$ cat config.mk
export PLATFORM = sky130hd
export DESIGN_NAME = core_start_sequencer
export DESIGN_NICKNAME = d
export VERILOG_FILES = /design/src/rtl/rsq_pkg.sv /design/src/rtl/rsq_sync.sv /design/src/rtl/rsq_width_qual.sv /design/src/rtl/rsq_init_timer.sv /design/src/rtl/core_start_sequencer.sv
export SDC_FILE = /design/constraint.sdc
export NUM_CORES = 1
export LEC_CHECK = 0
export ABC_AREA = 1
export BUFFER_PORTS_ARGS = -buffer_cell sky130_fd_sc_hd__buf_2
export CAP_MARGIN = 15
export CORE_ASPECT_RATIO = 1.2
export CORE_MARGIN = 3
export CORE_UTILIZATION = 40
export CTS_CLUSTER_DIAMETER = 60
export DETAILED_ROUTE_END_ITERATION = 8
export GPL_TIMING_DRIVEN = 0
export PLACE_DENSITY = 0.66
export SYNTH_ARGS = -nofsm -noshare
export SYNTH_HDL_FRONTEND = slang
export SYNTH_SLANG_ARGS = --single-unit
$ cat constraint.sdc
create_clock -name clk -period 3.63 [get_ports clk]
set_clock_uncertainty 0.05 [all_clocks]
set_input_delay 0.5445 -clock clk [delete_from_list [all_inputs] [get_ports clk]]
set_output_delay 0.5445 -clock clk [all_outputs]
set_load 0.05 [all_outputs]
$ cat src/rtl/rsq_pkg.sv
package rsq_pkg;
  typedef enum logic [1:0] {
    ST_RUN   = 2'd0,
    ST_HALT  = 2'd1,
    ST_INIT  = 2'd2,
    ST_START = 2'd3
  } seq_state_e;
endpackage

$ cat src/rtl/rsq_sync.sv
// Multi-flop synchronizer bringing the asynchronous pin into the clk domain.
module rsq_sync #(
  parameter int STAGES = 2
) (
  input  logic clk,
  input  logic d,
  output logic q
);
  logic [STAGES-1:0] chain;

  always_ff @(posedge clk) begin
    chain <= {chain[STAGES-2:0], d};
  end

  assign q = chain[STAGES-1];
endmodule

$ cat src/rtl/rsq_width_qual.sv
// Counts consecutive high samples; flags the sample that makes the pulse long enough.
module rsq_width_qual #(
  parameter int MIN_HIGH = 4
) (
  input  logic clk,
  input  logic lvl,
  output logic long_high
);
  localparam int CW = $clog2(MIN_HIGH + 1);
  localparam logic [CW-1:0] CNT_MAX = CW'(MIN_HIGH);

  logic [CW-1:0] cnt;

  always_ff @(posedge clk) begin
    if (!lvl)                cnt <= '0;
    else if (cnt != CNT_MAX) cnt <= cnt + 1'b1;
  end

  // The sample that finds the count saturated is the (MIN_HIGH+1)-th high one.
  assign long_high = lvl && (cnt == CNT_MAX);
endmodule

$ cat src/rtl/rsq_init_timer.sv
// Fixed-length interval counter, reloaded while the sequencer is halted.
module rsq_init_timer #(
  parameter int CYCLES = 10
) (
  input  logic clk,
  input  logic load,
  input  logic run,
  output logic done
);
  localparam int TW = $clog2(CYCLES);
  localparam logic [TW-1:0] LAST = TW'(CYCLES - 1);

  logic [TW-1:0] cnt;

  always_ff @(posedge clk) begin
    if (load)              cnt <= '0;
    else if (run && !done) cnt <= cnt + 1'b1;
  end

  assign done = (cnt == LAST);
endmodule

$ cat src/rtl/core_start_sequencer.sv
module core_start_sequencer #(
  parameter int          SYNC_STAGES   = 2,
  parameter int          MIN_HIGH_CLKS = 4,
  parameter int          INIT_CLKS     = 10,
  parameter int          ADDR_W        = 20,
  parameter logic [19:0] START_ADDR    = 20'hFFFF0
) (
  input  logic              clk,
  input  logic              rst_pin,
  output logic              core_halt,
  output logic              init_busy,
  output logic              start_pulse,
  output logic [ADDR_W-1:0] start_addr
);
  import rsq_pkg::*;

  seq_state_e state, state_nx;
  logic s_rst;
  logic long_high;
  logic tmr_done;

  rsq_sync #(.STAGES(SYNC_STAGES)) u_sync (
    .clk (clk),
    .d   (rst_pin),
    .q   (s_rst)
  );

  rsq_width_qual #(.MIN_HIGH(MIN_HIGH_CLKS)) u_qual (
    .clk       (clk),
    .lvl       (s_rst),
    .long_high (long_high)
  );

  rsq_init_timer #(.CYCLES(INIT_CLKS)) u_tmr (
    .clk  (clk),
    .load (state == ST_HALT),
    .run  (state == ST_INIT),
    .done (tmr_done)
  );

  always_comb begin
    state_nx = state;
    unique case (state)
      ST_RUN:   if (long_high) state_nx = ST_HALT;
      ST_HALT:  if (!s_rst)    state_nx = ST_INIT;
      // A renewed reset outranks completion of the count.
      ST_INIT:  if (s_rst)         state_nx = ST_HALT;
                else if (tmr_done) state_nx = ST_START;
      ST_START: state_nx = long_high ? ST_HALT : ST_RUN;
      default:  state_nx = ST_HALT;
    endcase
  end

  always_ff @(posedge clk) begin
    state <= state_nx;
  end

  assign core_halt   = (state == ST_HALT) || (state == ST_INIT);
  assign init_busy   = (state == ST_INIT);
  assign start_pulse = (state == ST_START);
  assign start_addr  = ADDR_W'(START_ADDR);
endmodule

; ---- Yosys cells after proc, flatten, opt, wreduce, memory -nomap -nowiden
; Index checks and enable logic that the tools add are counted.
[word_totals]
output_inout_bits = 23
regBits = 11
inputBits = 2
wordCells = 27
[op_classes]
n_mux = 6
reduce_logical = 6
eq_ne = 9
add_sub_neg = 2
[op_table]
columns = operator, n
row1 = $mux W2, 4
row2 = $pmux W2 S4, 1
row3 = $ne A3 B3 Y1 const B, 2
row4 = $add A4 B1 Y4 const B, 1
row5 = $eq A2 B2 Y1 const B, 2
row6 = $eq A4 B4 Y1 const B, 1
row7 = $ne A2 B2 Y1 const B, 2
row8 = $add A3 B1 Y3 const B, 1
row9 = $eq A3 B3 Y1 const B, 1
row10 = $reduce_and A3 Y1, 1
row11 = $eq A2 B1 Y1 const B, 1
row12 = $logic_and A1 B1 Y1, 2
row13 = $logic_not A2 Y1, 1
row14 = $logic_not A1 Y1, 1
row15 = $logic_or A1 B1 Y1, 1
row16 = $mux W1, 1

; ---- Longest topological paths before layout
[depth]
ltp_word = 4
ltp_mapped = 7
ltp_nobuf = 6

; ---- Hierarchy
; From an unflattened synthesis, not the netlist that was laid out.
[hier_totals]
hier_cells = 100
area_unflattened_um2 = 752.0
[modules_own_cells]
columns = module, instances, seq_area_each_um2, cells_per_inst, area_per_inst_um2
row1 = core_start_sequencer, 1, 60.1, 44, 344.1
row2 = rsq_init_timer, 1, 80.1, 31, 211.5
row3 = rsq_width_qual, 1, 60.1, 23, 156.4
row4 = rsq_sync, 1, 40.0, 2, 40.0

; ---- Worst setup path before layout
; Ideal clock, no wire load.
[synth_timing]
kind = flip-flop to flip-flop
start = register state[0]
end = register state[0] (enable)
setup_ns = 0.246
required_time_ns = 3.334
path_buffers = 1
arrival_time_ns = 1.480
stages_incl_launch_ff = 7
synth_period_minus_slack_ns = 1.776
path_slack_ns = 1.854
cell_sequence = edfxtp_1 inv_1 ha_1 buf_6 nand2_1 a21oi_1 nor2_1
[synth_between]
elab_chain_cells = 3
elab_cells_between_ends = 7
cone_classes = eq/ne: 5 / reduce/logical: 2
[synth_rtl]
columns = item, line
row1 = "start, declared", core_start_sequencer.sv:17  ; seq_state_e state, state_nx;
row2 = "start signal, assigned", core_start_sequencer.sv:55  ; state <= state_nx;
row3 = $eq A2 B2 Y1, -
row4 = named net init_busy, core_start_sequencer.sv:11  ; output logic init_busy,
row5 = $ne A3 B3 Y1 (no line), -
row6 = $reduce_and A3 Y1 (no line), -
; The timed path passes the listed nets, and every way through them passes these cells.
; A chain may end at the register's enable or synchronous reset.

; ---- Worst setup path after layout
[layout_timing]
start = register state[0]
end = output init_busy
[layout_between]
elab_chain_cells = 1
[layout_rtl]
columns = item, line
row1 = $eq A2 B2 Y1, core_start_sequencer.sv:59  ; assign init_busy = (state == ST_INIT);
row2 = "end, declared", core_start_sequencer.sv:11
; No other way between the ends.

==> impl_metrics.yaml <==
status:
  status: "finished, final reports clean"
floorplanning:
  die_w_um: 45.5
  pin_count: 25
  rows: 16
  start_util: 0.439
  die-area_um2: 2420
  fp.dieH_um: 53.3
  core_um2: 1700
synth:
  yosysSeqAreaShare: 0.322
  postSynthCellCount: 91
  yosysTopAreaCell: "dfxtp_1"
  ys_warn_count: 0
  ys_top_cells_by_area: "dfxtp_1, buf_4, ha_1"
  postSynthAreaPerCell_um2: 8.21
  synth-seq-cells: 11
  syn_area_um2: 747
  synthDistinctLibCells: 18
  synth_top_area_share: 0.241
setup_path:
  crit_start: "state[0]"
  worstSetupEndpointType: "primary output"
  r2r_end: "state[1]"
  r2r.worst_path.cells: 6
  cp_slowest_cell: "edfxtp_1"
  criticalPathCategory: "flip-flop to primary output"
  crit_chain: "inv_1, ha_1, buf_2"
  required_ns: 3.04
  cpPeakStageDelay_ns: 0.44
  crit_fanout: 5
  arrival_ns: 1.35
  r2r-start: "state[0]"
  crit_path_end: "init_busy"
  worstSetupStartpointType: "flip-flop"
  rrSetupSlack_ns: 2.07
finish:
  area.growth.synth_to_final_pct: 18.4
  finalInstanceArea_um2: 885
  multiInputGateArea_um2: 372
  fillers: 173
  final_cell_mix: "buf_4, conb_1, nand2_1, ha_1, dfxtp_1"
  antenna_cells: 0
  final_util: 0.520
  drive_gt1_frac: 0.299
  seq_area_um2: 240
  nets: 129
routing:
  firstDrtPassIters: 1
  wl_per_cell_um: 8.12
  ant_nets: 0
  drt_iter0_drc: 0
  drt_wl_total_mm: 1.10
  drcViolationCount: 0
  vias_per_cell: 3.98
  vias: 537
pwr:
  ir_worst_vdd_mv: 0.527
  switching_share: 0.505
  clkPwrFrac: 0.124
  power_switching_uw: 337
  p_seq_frac: 0.327
  p_leak_nw: 0.486
  comb_power_share: 0.549
  power.density_nw_per_um2: 755
  internal-power_uw: 330
sta:
  rsz0062_at_grt: "false"
  tns_ns: 0
  max_freq_mhz: 514
  setup_violations: 0
  drv_slew: 0
  whs_ns: 0.283
  hold_viol: 0
  period_needed_ns: 1.95
  fin_crit_sh: 0.536
global_route:
  overflow: 0
  grt_pass1_wl_mm: 1.74
  groute.usage.overall: 0.0983
  grt_pass1_vias: 466
  grt_antenna_before_repair: 0
  grt_start_max_net_pins: 9
placement:
  routabilityCongestion: 0.701
  port_buffers: 4
  dpl.hpwl_um: 918
  post_dp_cell_area_um2: 857
clocking:
  cts_resized: 0
  cts_tree: "yes"
  ctsHtreeMaxLevel: 1
  cts_max_path_buffers: 2
  cts_root_buffer: "clkbuf_4"
  post_cts_buffers: 0
  cts_buffers: 3
  clkTransAtPathRegs_ns: 0.07
  clk_latency_ns: 0.27
  cts.sinks: 11
  cts_hold_buf: 0
hold_path:
  min_path_cells: 0
  worstHoldPathType: "flip-flop to flip-flop"
job:
  drv_cap: 0
-- worst min path at each step --
| stage | to | start | slack (ns) |
|---|---|---|---|
| floorplan | u_sync.chain[1] | u_sync.chain[0] | 0.26 |
| global placement | u_sync.chain[1] | u_sync.chain[0] | 0.26 |
| detailed placement | u_sync.chain[1] | u_sync.chain[0] | 0.26 |
| CTS | u_sync.chain[1] | u_sync.chain[0] | 0.28 |
| global route | u_sync.chain[1] | u_sync.chain[0] | 0.29 |
| finish | u_sync.chain[1] | u_sync.chain[0] | 0.28 |
-- per-layer routing --
| layer | vias up | track usage | share of wire |
|---|---|---|---|
| li1 | 297 | - | - |
| met1 | 222 | 0.102 | 0.40 |
| met2 | 14 | 0.174 | 0.52 |
| met3 | 4 | 0.0204 | 0.061 |
| met4 | 0 | 0.0585 | 0.016 |
| met5 | - | 0 | 0 |
-- synth_stat cells --
cell / number
buf_4: 20
nand2_1: 10
dfxtp_1: 9
ha_1: 9
inv_1: 8
a21oi_1: 7
nor2_1: 6
o21ai_1: 5
nand3_1: 4
inv_2: 3
conb_1: 2
edfxtp_1: 2
a31oi_1: 1
buf_6: 1
nand2_2: 1
nand3_2: 1
nand4_2: 1
xnor2_1: 1
-- power groups by stage --
| stage | Clock, mW | Combinational [mW] | Sequential [mW] |
|---|---|---|---|
| floorplan | 0 | 0.325 | 0.211 |
| global placement | 0 | 0.357 | 0.219 |
| detailed placement | 0 | 0.369 | 0.221 |
| CTS | 0.0848 | 0.371 | 0.219 |
| global route | 0.0911 | 0.410 | 0.225 |
| finish | 0.0826 | 0.367 | 0.219 |
-- flip-flops by register name, summed over array words and instances (netlist names) --
register,cells
state,2
u_qual.cnt,3
u_sync.chain,2
u_tmr.cnt,4
-- worst max-delay path, delay by kind of cell (launching register included) --
kind | cells | cell delay [ns]
adders and majority gates | 1 | 0.20
DFF | 1 | 0.44
buffers and inverters | 2 | 0.44
-- cell type report --
type	instances	share of cell area
flip-flops and latches	11	0.272
plain buffers	21	0.182
repair buffers	4	0.0226
well taps	18	0.0255
clock inverters	1	0.00566
multi-input cells	66	0.420
clock buffers	3	0.0255
inverters	11	0.0467
-- through the flow --
step,worst slack (ns),cells,power (mW)
2_1_floorplan,1.85,109,0.536
3_3_place_gp,1.97,131,0.577
3_5_place_dp,1.97,131,0.590
4_1_cts,1.67,135,0.675
5_1_grt,1.60,135,0.727
6_report,1.68,135,0.668
-- cells by family (layout without fill, tap and decap cells) --
logic type | after synthesis | count (layout) | synth area share
buf+inv | 32 | 40 | 0.271
simple gates | 23 | 23 | 0.146
compound gates | 13 | 13 | 0.0888
flops | 11 | 11 | 0.322
fa+ha+maj | 9 | 9 | 0.151
other cells | 2 | 20 | 0.0101
xor+xnor | 1 | 1 | 0.0117
(Power assumes the default switching activity.)
